$ cat src/rtl/bootmode_pkg.sv
package bootmode_pkg;

  typedef enum logic {
    MODE_NORMAL = 1'b0,
    MODE_PROT   = 1'b1
  } mode_e;

  localparam int ADDR_MODE     = 0;
  localparam int ADDR_NEXT     = 1;
  localparam int ADDR_RSTREQ   = 2;
  localparam int ADDR_STATUS   = 3;
  localparam int ADDR_KEY_BASE = 4;

  localparam int STAT_MODE_BIT = 0;
  localparam int STAT_LOCK_BIT = 1;
  localparam int STAT_COLD_BIT = 2;

endpackage

$ cat src/rtl/bm_mode_state.sv
module bm_mode_state
  import bootmode_pkg::*;
(
  input  logic  clk,
  input  logic  rst_cold_n,
  input  logic  soft_rst_i,
  input  logic  boot_mode_i,
  input  mode_e next_mode_i,
  input  logic  wr_i,
  input  logic  wr_mode_i,
  input  logic  wr_lock_i,
  output mode_e mode_o,
  output logic  lock_o,
  output logic  cold_o
);

  mode_e mode_q, mode_d;
  logic  lock_q, lock_d;
  logic  cold_q, cold_d;
  logic  pend_q, pend_d;
  logic  en;

  // next-state: soft reset wins, then the post-cold load, then bus writes
  always_comb begin
    mode_d = mode_q;
    lock_d = lock_q;
    cold_d = cold_q;
    pend_d = pend_q;
    if (soft_rst_i) begin
      mode_d = next_mode_i;
      lock_d = 1'b0;
      cold_d = 1'b0;
      pend_d = 1'b0;
    end else if (pend_q) begin
      mode_d = mode_e'(boot_mode_i);
      pend_d = 1'b0;
    end else if (wr_i) begin
      if (!lock_q)  mode_d = mode_e'(wr_mode_i);
      if (wr_lock_i) lock_d = 1'b1;
    end
  end

  assign en = soft_rst_i | pend_q | wr_i;

  always_ff @(posedge clk or negedge rst_cold_n) begin
    if (!rst_cold_n) begin
      mode_q <= MODE_NORMAL;
      lock_q <= 1'b0;
      cold_q <= 1'b1;
      pend_q <= 1'b1;
    end else if (en) begin
      mode_q <= mode_d;
      lock_q <= lock_d;
      cold_q <= cold_d;
      pend_q <= pend_d;
    end
  end

  assign mode_o = mode_q;
  assign lock_o = lock_q;
  assign cold_o = cold_q;

  // first clock after cold release takes the boot default
  a_r1_cold_load: assert property (@(posedge clk) disable iff (!rst_cold_n)
    (pend_q && !soft_rst_i) |=> (mode_q == mode_e'($past(boot_mode_i))));

  // a locked mode holds until a soft reset
  a_r3_locked_stable: assert property (@(posedge clk) disable iff (!rst_cold_n)
    (lock_q && !soft_rst_i) |=> ($stable(mode_q) && lock_q));

  // soft reset takes the next-mode value and unlocks
  a_r4_soft_load: assert property (@(posedge clk) disable iff (!rst_cold_n)
    soft_rst_i |=> (!lock_q && !cold_q && mode_q == $past(next_mode_i)));

endmodule

$ cat src/rtl/bm_next_reg.sv
module bm_next_reg
  import bootmode_pkg::*;
(
  input  logic  clk,
  input  logic  rst_cold_n,
  input  logic  wr_i,
  input  logic  wr_val_i,
  output mode_e next_o
);

  mode_e next_q, next_d;

  always_comb begin
    next_d = mode_e'(wr_val_i);
  end

  always_ff @(posedge clk or negedge rst_cold_n) begin
    if (!rst_cold_n) begin
      next_q <= MODE_NORMAL;
    end else if (wr_i) begin
      next_q <= next_d;
    end
  end

  assign next_o = next_q;

  // only a write strobe changes the next-mode value
  a_r5_next_hold: assert property (@(posedge clk) disable iff (!rst_cold_n)
    !wr_i |=> $stable(next_q));

endmodule

$ cat src/rtl/bm_rst_pulse.sv
module bm_rst_pulse #(
  parameter int PULSE_CYCLES = 8
) (
  input  logic clk,
  input  logic rst_cold_n,
  input  logic req_i,
  output logic busy_o
);

  localparam int CNT_W = $clog2(PULSE_CYCLES + 1);

  logic [CNT_W-1:0] cnt_q, cnt_d;
  logic             en;

  always_comb begin
    cnt_d = cnt_q;
    if (cnt_q != '0) begin
      cnt_d = cnt_q - CNT_W'(1);
    end else if (req_i) begin
      cnt_d = CNT_W'(PULSE_CYCLES);
    end
  end

  assign en = (cnt_q != '0) | req_i;

  always_ff @(posedge clk or negedge rst_cold_n) begin
    if (!rst_cold_n) begin
      cnt_q <= '0;
    end else if (en) begin
      cnt_q <= cnt_d;
    end
  end

  assign busy_o = (cnt_q != '0);

  // pulse stays high until the count runs out
  a_r7_pulse_hold: assert property (@(posedge clk) disable iff (!rst_cold_n)
    (cnt_q > CNT_W'(1)) |=> busy_o);

  // a request during the pulse does not restart it
  a_r7_no_retrig: assert property (@(posedge clk) disable iff (!rst_cold_n)
    (busy_o && req_i) |=> (cnt_q == $past(cnt_q) - CNT_W'(1)));

  // an accepted request raises the pulse on the next cycle
  a_r7_start: assert property (@(posedge clk) disable iff (!rst_cold_n)
    (!busy_o && req_i) |=> busy_o);

endmodule

$ cat src/rtl/bm_key_gate.sv
module bm_key_gate
  import bootmode_pkg::*;
#(
  parameter int KEY_WORDS = 4,
  parameter int KEY_W     = 32,
  localparam int IDX_W    = (KEY_WORDS > 1) ? $clog2(KEY_WORDS) : 1
) (
  input  mode_e                      mode_i,
  input  logic [KEY_WORDS*KEY_W-1:0] key_i,
  output logic [KEY_WORDS*KEY_W-1:0] key_o,
  input  logic [IDX_W-1:0]           sel_i,
  input  logic                       rd_ok_i,
  output logic [KEY_W-1:0]           word_o
);

  logic prot;
  assign prot = (mode_i == MODE_PROT);

  for (genvar g = 0; g < KEY_WORDS; g++) begin : g_word
    assign key_o[g*KEY_W +: KEY_W] = prot ? key_i[g*KEY_W +: KEY_W] : '0;
  end

  always_comb begin
    word_o = '0;
    if (prot && rd_ok_i && (int'(sel_i) < KEY_WORDS)) begin
      word_o = key_i[sel_i*KEY_W +: KEY_W];
    end
  end

endmodule

$ cat src/rtl/bootmode_ctrl.sv
module bootmode_ctrl
  import bootmode_pkg::*;
#(
  parameter int AW           = 4,
  parameter int DW           = 32,
  parameter int KEY_WORDS    = 4,
  parameter int PULSE_CYCLES = 8
) (
  input  logic                   clk,
  input  logic                   rst_cold_n,
  input  logic                   soft_rst_i,
  input  logic                   boot_mode_i,
  input  logic [AW-1:0]          bus_addr_i,
  input  logic                   bus_we_i,
  input  logic [DW-1:0]          bus_wdata_i,
  input  logic                   bus_priv_i,
  output logic [DW-1:0]          bus_rdata_o,
  input  logic [KEY_WORDS*DW-1:0] key_words_i,
  output logic [KEY_WORDS*DW-1:0] key_words_o,
  output logic                   sreset_o
);

  localparam int IDX_W = (KEY_WORDS > 1) ? $clog2(KEY_WORDS) : 1;

  mode_e mode, next_mode;
  logic  lock, cold;
  logic  wr_ok;
  logic  hit_mode, hit_next, hit_req, hit_stat, hit_key;
  logic  [AW-1:0]    key_off;
  logic  [IDX_W-1:0] key_idx;
  logic  [DW-1:0]    key_word;

  // address decode
  assign hit_mode = (bus_addr_i == AW'(ADDR_MODE));
  assign hit_next = (bus_addr_i == AW'(ADDR_NEXT));
  assign hit_req  = (bus_addr_i == AW'(ADDR_RSTREQ));
  assign hit_stat = (bus_addr_i == AW'(ADDR_STATUS));
  assign hit_key  = (int'(bus_addr_i) >= ADDR_KEY_BASE) &&
                    (int'(bus_addr_i) <  ADDR_KEY_BASE + KEY_WORDS);
  assign key_off  = bus_addr_i - AW'(ADDR_KEY_BASE);
  assign key_idx  = key_off[IDX_W-1:0];

  assign wr_ok = bus_we_i & bus_priv_i;

  bm_mode_state u_mode (
    .clk         (clk),
    .rst_cold_n  (rst_cold_n),
    .soft_rst_i  (soft_rst_i),
    .boot_mode_i (boot_mode_i),
    .next_mode_i (next_mode),
    .wr_i        (wr_ok & hit_mode),
    .wr_mode_i   (bus_wdata_i[0]),
    .wr_lock_i   (bus_wdata_i[1]),
    .mode_o      (mode),
    .lock_o      (lock),
    .cold_o      (cold)
  );

  bm_next_reg u_next (
    .clk        (clk),
    .rst_cold_n (rst_cold_n),
    .wr_i       (wr_ok & hit_next),
    .wr_val_i   (bus_wdata_i[0]),
    .next_o     (next_mode)
  );

  bm_rst_pulse #(.PULSE_CYCLES(PULSE_CYCLES)) u_pulse (
    .clk        (clk),
    .rst_cold_n (rst_cold_n),
    .req_i      (wr_ok & hit_req & bus_wdata_i[0]),
    .busy_o     (sreset_o)
  );

  bm_key_gate #(.KEY_WORDS(KEY_WORDS), .KEY_W(DW)) u_key (
    .mode_i  (mode),
    .key_i   (key_words_i),
    .key_o   (key_words_o),
    .sel_i   (key_idx),
    .rd_ok_i (bus_priv_i & hit_key),
    .word_o  (key_word)
  );

  // read mux
  always_comb begin
    bus_rdata_o = '0;
    if (hit_mode) begin
      bus_rdata_o[0] = mode;
      bus_rdata_o[1] = lock;
    end else if (hit_next) begin
      bus_rdata_o[0] = next_mode;
    end else if (hit_stat) begin
      bus_rdata_o[STAT_MODE_BIT] = mode;
      bus_rdata_o[STAT_LOCK_BIT] = lock;
      bus_rdata_o[STAT_COLD_BIT] = cold;
    end else if (hit_key) begin
      bus_rdata_o = key_word;
    end
  end

  // unprivileged writes leave the next-mode register alone
  a_r6_unpriv_next: assert property (@(posedge clk) disable iff (!rst_cold_n)
    (bus_we_i && !bus_priv_i) |=> $stable(next_mode));

  // key output is blank whenever the mode is normal
  a_r8_key_blank: assert property (@(posedge clk) disable iff (!rst_cold_n)
    (mode == MODE_NORMAL) |-> (key_words_o == '0));

  // unprivileged key reads return zero
  a_r9_unpriv_key: assert property (@(posedge clk) disable iff (!rst_cold_n)
    (hit_key && !bus_priv_i) |-> (bus_rdata_o == '0));

endmodule

$ cat config.mk
export PLATFORM = sky130hd
export DESIGN_NAME = bootmode_ctrl
export DESIGN_NICKNAME = d
export VERILOG_FILES = /design/src/rtl/bootmode_pkg.sv /design/src/rtl/bm_mode_state.sv /design/src/rtl/bm_next_reg.sv /design/src/rtl/bm_rst_pulse.sv /design/src/rtl/bm_key_gate.sv /design/src/rtl/bootmode_ctrl.sv
export SDC_FILE = /design/constraint.sdc
export NUM_CORES = 1
export LEC_CHECK = 0
export BUFFER_PORTS_ARGS = -buffer_cell sky130_fd_sc_hd__buf_4
export CAP_MARGIN = 20
export CORE_AREA = 2 2 130 132
export CTS_BUF_LIST = sky130_fd_sc_hd__clkbuf_2
export DETAILED_ROUTE_END_ITERATION = 6
export DIE_AREA = 0 0 132 134
export GPL_TIMING_DRIVEN = 0
export PLACE_DENSITY = 0.53
export SKIP_CTS_REPAIR_TIMING = 1
export SLEW_MARGIN = 40
export SYNTH_ARGS = -nofsm -noshare
export SYNTH_HDL_FRONTEND = slang
export SYNTH_SLANG_ARGS = --single-unit
$ cat constraint.sdc
create_clock -name clk -period 2.28 [get_ports clk]
set_input_delay 0.228 -clock clk [delete_from_list [all_inputs] [get_ports clk]]
set_output_delay 0.228 -clock clk [all_outputs]
set_load 0.02 [all_outputs]
---- Yosys cells after proc, flatten, opt, wreduce, memory -nomap -nowiden ----
Cells that the tools add are included.
storage, ports and cells
  register bits ........................... 9
  input bits .............................. 170
  output and inout bits ................... 161
  logic and storage cells ................. 59
cells by class
  add/subtract/negate cells ............... 2
  magnitude comparators ................... 2
  equal/unequal tests ..................... 5
  shifts and indexed selects .............. 1
  mux-type cells .......................... 22
  bitwise logic cells ..................... 9
  reduce and logical (&&, ||, !) cells .... 12
operator list
  cell                   count
  $mux W32               6
  $shiftx A128 B8 Y32    1
  $mux W31               1
  $mux W30               1
  $mux W29               1
  $mux W1                9
  $eq A4 B2 Y1 const B   2
  $mux W4                2
  $and A1 B1 Y1          6
  $reduce_bool A2 Y1     3
  $eq A4 B1 Y1 const B   1
  $ge A4 B3 Y1 const B   1
  $logic_not A4 Y1       1
  $lt A4 B4 Y1 const B   1
  $reduce_and A2 Y1      2
  $reduce_and A4 Y1      1
  $reduce_bool A4 Y1     1
  $sub A4 B1 Y4 const B  1
  $mux W3                1
  $ne A3 B3 Y1 const B   1
  $or A1 B1 Y1           3
  $reduce_and A3 Y1      1
  $reduce_bool A3 Y1     1
  $logic_and A1 B1 Y1    2
  other kinds (3)        3

---- Logic depth before layout (Yosys ltp) ----
Gate-level depths: netlist (run 1).
  depth in word-level cells ............... 9
  mapped depth ............................ 5
  gate-level depth less buffers ........... 3

---- By module ----
Synthesis (run 1) repeated with hierarchy kept, for this count alone.
unflattened totals
  cell total of the unflattened synthesis .. 338
  area, all modules ....................... 2585.0 sq um
by module, submodules not included
  module         instances  cells an instance  area an instance (sq um)  sequential area each (sq um)
  bm_key_gate    1          253                1863.0                    0.0
  bootmode_ctrl  1          52                 334.1                     0.0
  bm_mode_state  1          15                 173.9                     102.6
  bm_rst_pulse   1          16                 173.9                     100.1
  bm_next_reg    1          2                  40.0                      25.0

---- Least setup slack after synthesis (run 1) ----
Ideal clock, no wire load.
  path kind ............................... input port to output port
  start point ............................. input bus_addr_i[1]
  end point ............................... output bus_rdata_o[0]
  arrival ................................. 1287 ps
  data required time ...................... 2052 ps
  setup slack ............................. 765 ps
  stages .................................. 5
  buffers on the path ..................... 2
  cell sequence ........................... buf_6 > buf_8 > xnor2_2 > a22oi_1 > o32ai_1
on the way
  cells in the longest elaborated chain, start to end .. 9
  elaborated cells on any way between the ends .. 15
  classes of those cells .................. add/sub (1); order compare (2); eq/ne (2); shift (1); mux (5); bitwise (1); reduce/logical (3)
ends and longest elaborated chain
  element                                                                line                 source
  from (decl)                                                            bootmode_ctrl.sv:13  input logic [AW-1:0] bus_addr_i,
  parallel branches: the longest is 8 deep, another holds $sub A2 B1 Y2  -
  $mux W2 (*)                                                            bootmode_ctrl.sv:86  if (hit_mode) begin
  to (decl)                                                              bootmode_ctrl.sv:17  output logic [DW-1:0] bus_rdata_o,
Mark *: on every way between the ends.

---- Worst setup path after layout (run 1) ----
  start point ............................. register u_mode.mode_q, in the netlist u_mode.mode_o
  end point ............................... output bus_rdata_o[18]
on the way
  cells in the longest elaborated chain, start to end .. 6
ends and longest elaborated chain
  element                 line                 source
  from (decl)             bm_mode_state.sv:17  mode_e mode_q, mode_d;
  from (signal assigned)  bm_mode_state.sv:52  mode_q <= mode_d;
  $logic_and A1 B1 Y1     bm_key_gate.sv:25    if (prot && rd_ok_i && (int'(sel_i) < KEY_WORDS)) begin
  $mux W32                bm_key_gate.sv:25
  $mux W32                bootmode_ctrl.sv:95  end else if (hit_key) begin
  $mux W29                bootmode_ctrl.sv:91  end else if (hit_stat) begin
  $mux W31                bootmode_ctrl.sv:89  end else if (hit_next) begin
  $mux W30                bootmode_ctrl.sv:86
Every way passes these cells.

==> results of run 1 <==
==> sequential cells by signal (all words and copies together) (netlist names) <==
| name | count |
|---|---|
| u_mode.lock_o | 1 |
| u_pulse.cnt_q | 4 |
| u_next.next_o | 1 |
| u_mode.cold_o | 1 |
| u_mode.mode_o | 1 |
| u_mode.pend_q | 1 |
==> critical path, stage by stage (launching register included) <==
cell and delay (ns):
sky130_fd_sc_hd__dfrtp_1 0.45, sky130_fd_sc_hd__nand4b_1 0.32, sky130_fd_sc_hd__clkbuf_1 0.56, sky130_fd_sc_hd__nor2b_1 0.11
sky130_fd_sc_hd__buf_4 0.19
==> metrics by stage <==
step | instances | instance area, um^2 | worst slack (ns) | total power, mW | setup TNS, ns
after floorplan | 265 | 2370 | 0.765 | 0.906 | 0
after global placement | 784 | 4890 | 0.221 | 1.61 | 0
after detailed placement | 784 | 4890 | 0.264 | 1.62 | 0
after CTS | 788 | 4910 | -0.0324 | 1.73 | -0.0511
after global routing | 789 | 4920 | 0.0601 | 1.81 | 0
final | 789 | 4920 | 0.170 | 1.70 | 0
==> report_power, final <==
part / total, mW / leakage, nW / internal (mW) / switching, mW
Clock: 0.101 / 0.0166 / 0.0466 / 0.0547
Combinational: 1.42 / 2.32 / 0.690 / 0.728
Sequential: 0.178 / 0.115 / 0.168 / 0.00970
==> worst min path at each step <==
stage | from | end | slack [ns] | cells after the start
floorplan | rst_cold_n | u_mode.lock_o | -0.07 | 0
global placement | rst_cold_n | u_mode.lock_o | 0.06 | 1
detailed placement | rst_cold_n | u_mode.lock_o | 0.06 | 1
CTS | rst_cold_n | u_mode.mode_o | -0.22 | 1
global route | soft_rst_i | u_mode.cold_o | 0.14 | 2
finish | soft_rst_i | u_mode.cold_o | 0.15 | 2
==> synth_stat cells (3+ instances only) <==
cell type	instances	area share (%)
sky130_fd_sc_hd__and2_1	128	34
sky130_fd_sc_hd__mux4_2	30	28
sky130_fd_sc_hd__nor2b_1	30	7.9
sky130_fd_sc_hd__clkbuf_1	16	2.5
sky130_fd_sc_hd__buf_6	7	3.3
sky130_fd_sc_hd__dfrtp_1	7	7.4
sky130_fd_sc_hd__nand2_1	5	0.79
sky130_fd_sc_hd__nor2_1	5	0.79
sky130_fd_sc_hd__inv_1	3	0.47
sky130_fd_sc_hd__o21ai_0	3	0.63
==> cells by family after synthesis <==
kind of cell | count (synthesis) | share of synthesized area (%)
other cells | 1 | 0.158
xor+xnor | 1 | 0.686
buf+inv | 28 | 7.18
compound gates | 12 | 3.22
mux | 34 | 31.8
simple gates | 180 | 47.4
flops | 9 | 9.60
==> layer usage <==
metal / share of wire, % / wire [um] / vias up / GRT usage, %
met3: 6.7 / 952 / 6 / 2.38
met2: 53 / 7530 / 184 / 28.9
met5: 0 / 0 / - / 0
met1: 40 / 5650 / 1572 / 17.9
met4: 0.34 / 48 / 0 / 1.51
li1: - / - / 1516 / -
==> area by class of cell <==
cell class / count / area [um^2]
fill: 1741 / 11400
timing repair buffer: 300 / 2250
multi-input combinational: 228 / 1970
tap: 220 / 275
sequential: 9 / 228
buffer: 25 / 160
clock buffer: 4 / 20.0
inverter: 3 / 11.3
==> impl_metrics.xml, run 1 <==
<?xml version="1.0" encoding="UTF-8"?>
<metrics>
  <group name="cells_and_area">
    <metric name="layout-drive-gt1-share" unit="%">61.5</metric>
    <metric name="n_antenna_cell" unit="">0</metric>
    <metric name="finish.utilization" unit="%">30.2</metric>
    <metric name="mostFrequentLayoutCell" unit="">sky130_fd_sc_hd__buf_4</metric>
    <metric name="area.growth.synth_to_final" unit="%">108</metric>
    <metric name="final_nets" unit="">740</metric>
    <metric name="most_frequent_cells_in_the_layout" unit="">299 x sky130_fd_sc_hd__buf_4, 128 x sky130_fd_sc_hd__and2_1, 30 x sky130_fd_sc_hd__mux4_2, 30 x sky130_fd_sc_hd__nor2b_1, 15 x sky130_fd_sc_hd__clkbuf_1</metric>
  </group>
  <group name="floorplanning">
    <metric name="initial_utilization" unit="%">14.6</metric>
    <metric name="num_io_pins" unit="">331</metric>
    <metric name="core_area" unit="um^2">16300</metric>
    <metric name="std_cell_rows" unit="">47</metric>
    <metric name="die_h" unit="um">134</metric>
    <metric name="design.die.area" unit="um^2">17700</metric>
    <metric name="die_width" unit="um">132</metric>
  </group>
  <group name="sta">
    <metric name="max_freq" unit="MHz">474</metric>
    <metric name="grt_setup_unrepaired" unit="">no</metric>
    <metric name="worst_pin_slew" unit="ns">0.668</metric>
    <metric name="finalCritPeriodShare" unit="%">92.5</metric>
    <metric name="worst_clock_skew" unit="ns">0.00389</metric>
    <metric name="finalMaxSlewViolations" unit="">0</metric>
    <metric name="hold_violations" unit="">0</metric>
    <metric name="worst_hold_slack" unit="ns">0.147</metric>
    <metric name="layout_min_cycle_time" unit="ns">2.11</metric>
    <metric name="finalSetupViolations" unit="">0</metric>
    <metric name="slew_headroom" unit="%">55.5</metric>
  </group>
  <group name="routing">
    <metric name="drt-wirelength-per-cell" unit="um">18.0</metric>
    <metric name="wirelength" unit="um">14200</metric>
    <metric name="first_pass_iters" unit="">4</metric>
    <metric name="route.vias.total" unit="">3278</metric>
    <metric name="antenna_violating_nets_post_route" unit="">0</metric>
    <metric name="routed_via_density" unit="">4.15</metric>
    <metric name="post-route-drc-count" unit="">0</metric>
    <metric name="detail_route.iter0.violations" unit="">83</metric>
  </group>
  <group name="yosys">
    <metric name="synth-warning-count" unit="">0</metric>
    <metric name="synthesis.area_per_instance" unit="um^2">8.95</metric>
    <metric name="synth_seq_cells" unit="">9</metric>
    <metric name="synth_area" unit="um^2">2370</metric>
    <metric name="syn_nets" unit="">435</metric>
    <metric name="ys_async_sr_fraction" unit="%">100</metric>
    <metric name="syn-instance-count" unit="">265</metric>
    <metric name="postSynth.topFlopCell" unit="">sky130_fd_sc_hd__dfrtp_1</metric>
    <metric name="synth-edff-count" unit="">0</metric>
    <metric name="netlist-cell-type-count" unit="">35</metric>
    <metric name="ys_seq_area_share" unit="%">9.60</metric>
  </group>
  <group name="critical_path">
    <metric name="peak_fanout_along_the_critical_path" unit="">10</metric>
    <metric name="worst-endpoint-arrival" unit="ns">1.88</metric>
    <metric name="startpoint" unit="">u_mode.mode_o</metric>
    <metric name="rr_endpoint" unit="">u_mode.mode_o</metric>
    <metric name="reg2reg_depth" unit="">3</metric>
    <metric name="crit_path_start_kind" unit="">flip-flop</metric>
    <metric name="timing.rr.start" unit="">u_mode.mode_o</metric>
    <metric name="cp-end-kind" unit="">output pin</metric>
    <metric name="worst-setup-path-type" unit="">reg -&gt; out</metric>
    <metric name="worst_ep_required_time" unit="ns">2.05</metric>
    <metric name="critical_path.endpoint" unit="">bus_rdata_o[18]</metric>
    <metric name="r2r_setup_slack" unit="ns">0.93</metric>
  </group>
  <group name="clock_network">
    <metric name="insertion_delay" unit="ns">0.24</metric>
    <metric name="root_buffer" unit="">sky130_fd_sc_hd__clkbuf_2</metric>
    <metric name="clock_sink_count" unit="">9</metric>
    <metric name="cts.htree.levels" unit="">1</metric>
    <metric name="clk_path_buf_depth" unit="">2</metric>
    <metric name="tritoncts.num_buffers" unit="">3</metric>
    <metric name="cts_tree" unit="">done</metric>
    <metric name="worst_setup_hold_path_clk_slew" unit="ns">0.09</metric>
  </group>
  <group name="global_routing">
    <metric name="grt_start_max_net_pins" unit="">11</metric>
    <metric name="groute.usage.overall" unit="%">14.9</metric>
    <metric name="grt_pass1_wl" unit="um">20500</metric>
    <metric name="initial_antenna_violation_count" unit="">0</metric>
    <metric name="first_global_vias" unit="">3429</metric>
    <metric name="grt_remaining_overflow" unit="">0</metric>
  </group>
  <group name="place">
    <metric name="io_buffer_count" unit="">299</metric>
    <metric name="globalplace.congestion" unit="">0.857</metric>
    <metric name="post-dp-hpwl" unit="um">11900</metric>
  </group>
  <group name="hold_path">
    <metric name="min-delay-path-class" unit="">in -&gt; reg</metric>
  </group>
  <group name="outcome">
    <metric name="outcome" unit="">completed</metric>
  </group>
  <group name="power">
    <metric name="leakagePower" unit="nW">2.45</metric>
    <metric name="power_density" unit="nW/um^2">345</metric>
    <metric name="irDropWorstVdd" unit="mV">0.114</metric>
  </group>
  <group name="flow_run">
    <metric name="maxCapViolCount" unit="">0</metric>
  </group>
</metrics>
No activity file was read; power rests on OpenSTA's default activity.
==> run 2, diff against run 1 <==
Clock period 2.28 ns to 2.7 ns, I/O delays scaled along.
==> run 2 against run 1 <==
  * Critical path depth unchanged
  * Combinational power down 15%
  * Critical endpoint is now bus_rdata_o[0]
  * Clock skew unchanged
==> impl_metrics.xml, run 2 (synthesized netlist as in run 1, its figures left out) <==
<?xml version="1.0" encoding="UTF-8"?>
<metrics>
  <group name="place">
    <metric name="io_buffer_count" unit="">299</metric>
    <metric name="dpl-instance-area" unit="um^2">4890</metric>
    <metric name="globalplace.congestion" unit="">0.857</metric>
    <metric name="post-dp-hpwl" unit="um">11900</metric>
  </group>
  <group name="sta">
    <metric name="worst_clock_skew" unit="ns">0.00389</metric>
    <metric name="slew_headroom" unit="%">55.5</metric>
    <metric name="fin_setup_tns" unit="ns">0</metric>
    <metric name="hold_violations" unit="">0</metric>
    <metric name="finalCritPeriodShare" unit="%">81.7</metric>
    <metric name="worst_pin_slew" unit="ns">0.668</metric>
    <metric name="finalMaxSlewViolations" unit="">0</metric>
    <metric name="finalSetupViolations" unit="">0</metric>
    <metric name="grt_setup_unrepaired" unit="">no</metric>
    <metric name="worst_hold_slack" unit="ns">0.189</metric>
    <metric name="max_freq" unit="MHz">453</metric>
    <metric name="layout_min_cycle_time" unit="ns">2.21</metric>
  </group>
  <group name="cells_and_area">
    <metric name="finish.utilization" unit="%">30.2</metric>
    <metric name="layout.filler_cells" unit="">1741</metric>
    <metric name="most_frequent_cells_in_the_layout" unit="">299 x sky130_fd_sc_hd__buf_4, 128 x sky130_fd_sc_hd__and2_1, 30 x sky130_fd_sc_hd__mux4_2, 30 x sky130_fd_sc_hd__nor2b_1, 16 x sky130_fd_sc_hd__clkbuf_1</metric>
    <metric name="n_antenna_cell" unit="">0</metric>
    <metric name="layout-drive-gt1-share" unit="%">61.3</metric>
    <metric name="final_nets" unit="">740</metric>
    <metric name="mostFrequentLayoutCell" unit="">sky130_fd_sc_hd__buf_4</metric>
    <metric name="largest_register_ff_count" unit="">4</metric>
    <metric name="largest_reg_by_ff_count" unit="">u_pulse.cnt_q</metric>
    <metric name="postLayoutCellArea" unit="um^2">4920</metric>
    <metric name="area.growth.synth_to_final" unit="%">108</metric>
  </group>
  <group name="hold_path">
    <metric name="min_delay_path_depth" unit="">2</metric>
    <metric name="min_to" unit="">u_mode.cold_o</metric>
    <metric name="min-delay-path-class" unit="">in -&gt; reg</metric>
    <metric name="hp-start" unit="">soft_rst_i</metric>
  </group>
  <group name="flow_run">
    <metric name="maxCapViolCount" unit="">0</metric>
  </group>
  <group name="critical_path">
    <metric name="crit_path_start_kind" unit="">flip-flop</metric>
    <metric name="rr_endpoint" unit="">u_mode.mode_o</metric>
    <metric name="r2r_setup_slack" unit="ns">1.35</metric>
    <metric name="worst_ep_required_time" unit="ns">2.43</metric>
    <metric name="timing.rr.start" unit="">u_mode.mode_o</metric>
    <metric name="cp-end-kind" unit="">output pin</metric>
    <metric name="worst-setup-path-type" unit="">reg -&gt; out</metric>
    <metric name="worst-endpoint-arrival" unit="ns">1.94</metric>
    <metric name="reg2reg_depth" unit="">3</metric>
    <metric name="peak_fanout_along_the_critical_path" unit="">10</metric>
  </group>
  <group name="power">
    <metric name="leakagePower" unit="nW">2.45</metric>
    <metric name="irDropWorstVdd" unit="mV">0.0962</metric>
    <metric name="power_density" unit="nW/um^2">291</metric>
  </group>
  <group name="clock_network">
    <metric name="worst_setup_hold_path_clk_slew" unit="ns">0.09</metric>
    <metric name="tritoncts.num_buffers" unit="">3</metric>
    <metric name="insertion_delay" unit="ns">0.24</metric>
    <metric name="root_buffer" unit="">sky130_fd_sc_hd__clkbuf_2</metric>
    <metric name="cts.htree.levels" unit="">1</metric>
    <metric name="clk_path_buf_depth" unit="">2</metric>
    <metric name="cts_tree" unit="">done</metric>
    <metric name="clock_sink_count" unit="">9</metric>
  </group>
  <group name="routing">
    <metric name="post-route-drc-count" unit="">0</metric>
    <metric name="drt-wirelength-per-cell" unit="um">18.0</metric>
    <metric name="antenna_violating_nets_post_route" unit="">0</metric>
    <metric name="route.vias.total" unit="">3278</metric>
    <metric name="first_pass_iters" unit="">4</metric>
    <metric name="detail_route.iter0.violations" unit="">83</metric>
    <metric name="routed_via_density" unit="">4.15</metric>
    <metric name="wirelength" unit="um">14200</metric>
  </group>
  <group name="global_routing">
    <metric name="grt_pass1_wl" unit="um">20500</metric>
    <metric name="groute.usage.overall" unit="%">14.9</metric>
    <metric name="first_global_vias" unit="">3429</metric>
    <metric name="grt_start_max_net_pins" unit="">11</metric>
    <metric name="initial_antenna_violation_count" unit="">0</metric>
    <metric name="grt_remaining_overflow" unit="">0</metric>
  </group>
  <group name="floorplanning">
    <metric name="core_area" unit="um^2">16300</metric>
    <metric name="std_cell_rows" unit="">47</metric>
    <metric name="initial_utilization" unit="%">14.6</metric>
    <metric name="die_width" unit="um">132</metric>
    <metric name="design.die.area" unit="um^2">17700</metric>
    <metric name="die_h" unit="um">134</metric>
    <metric name="num_io_pins" unit="">331</metric>
  </group>
  <group name="outcome">
    <metric name="outcome" unit="">completed</metric>
  </group>
</metrics>
run 2: changes by cell type in the layout (fill, tap and decap cells not counted):
cell                       change
sky130_fd_sc_hd__clkbuf_1      +1
sky130_fd_sc_hd__clkbuf_2      -1
run 2: how the worst max path moves through the flow:
stage                endpoint  slack, ns           from
2_1_floorplan  bus_rdata_o[0]       1.10  bus_addr_i[1]
6_report       bus_rdata_o[0]       0.49  u_mode.mode_o
5_1_grt        bus_rdata_o[0]       0.32  u_mode.mode_o
3_5_place_dp   bus_rdata_o[0]       0.64  u_mode.mode_o
4_1_cts        bus_rdata_o[0]       0.35  u_mode.mode_o
3_3_place_gp   bus_rdata_o[0]       0.60  u_mode.mode_o
run 2: per-stage QoR:
stage / setup WS [ns] / std cells / total power, mW
floorplan: 1.10 / 265 / 0.765
global placement: 0.599 / 784 / 1.36
detailed placement: 0.642 / 784 / 1.37
CTS: 0.346 / 788 / 1.46
global route: 0.322 / 789 / 1.52
finish: 0.493 / 789 / 1.43
run 2: power breakdown:
group	total, mW	switching, mW	internal [mW]
clock network	0.0856	0.0462	0.0394
registers	0.150	0.00819	0.142
logic	1.20	0.615	0.583
total	1.43	0.669	0.764
run 2: critical path: stages, from the launching register on:
cell	delay, ns
sky130_fd_sc_hd__dfrtp_1	0.45
sky130_fd_sc_hd__nand4b_1	0.32
sky130_fd_sc_hd__clkbuf_1	0.56
sky130_fd_sc_hd__o32ai_1	0.16
sky130_fd_sc_hd__buf_4	0.20
run 2: cell type report:
| cell class | instances | area [um^2] | area share, % |
|---|---|---|---|
| multi-input cells | 228 | 1970 | 40.1 |
| well taps | 220 | 275 | 5.59 |
| flip-flops and latches | 9 | 228 | 4.63 |
| repair buffers | 300 | 2250 | 45.8 |
| inverters | 3 | 11.3 | 0.229 |
| plain buffers | 25 | 159 | 3.23 |
| clock buffers | 4 | 20.0 | 0.407 |
run 2: per-layer routing:
layer | routed length, um | vias up | part of all wire (%) | track usage, %
met5 | 0 | - | 0 | 0
met2 | 7530 | 184 | 53 | 28.9
li1 | - | 1516 | - | -
met3 | 952 | 6 | 6.7 | 2.38
met1 | 5650 | 1572 | 40 | 17.9
met4 | 48 | 0 | 0.34 | 1.51
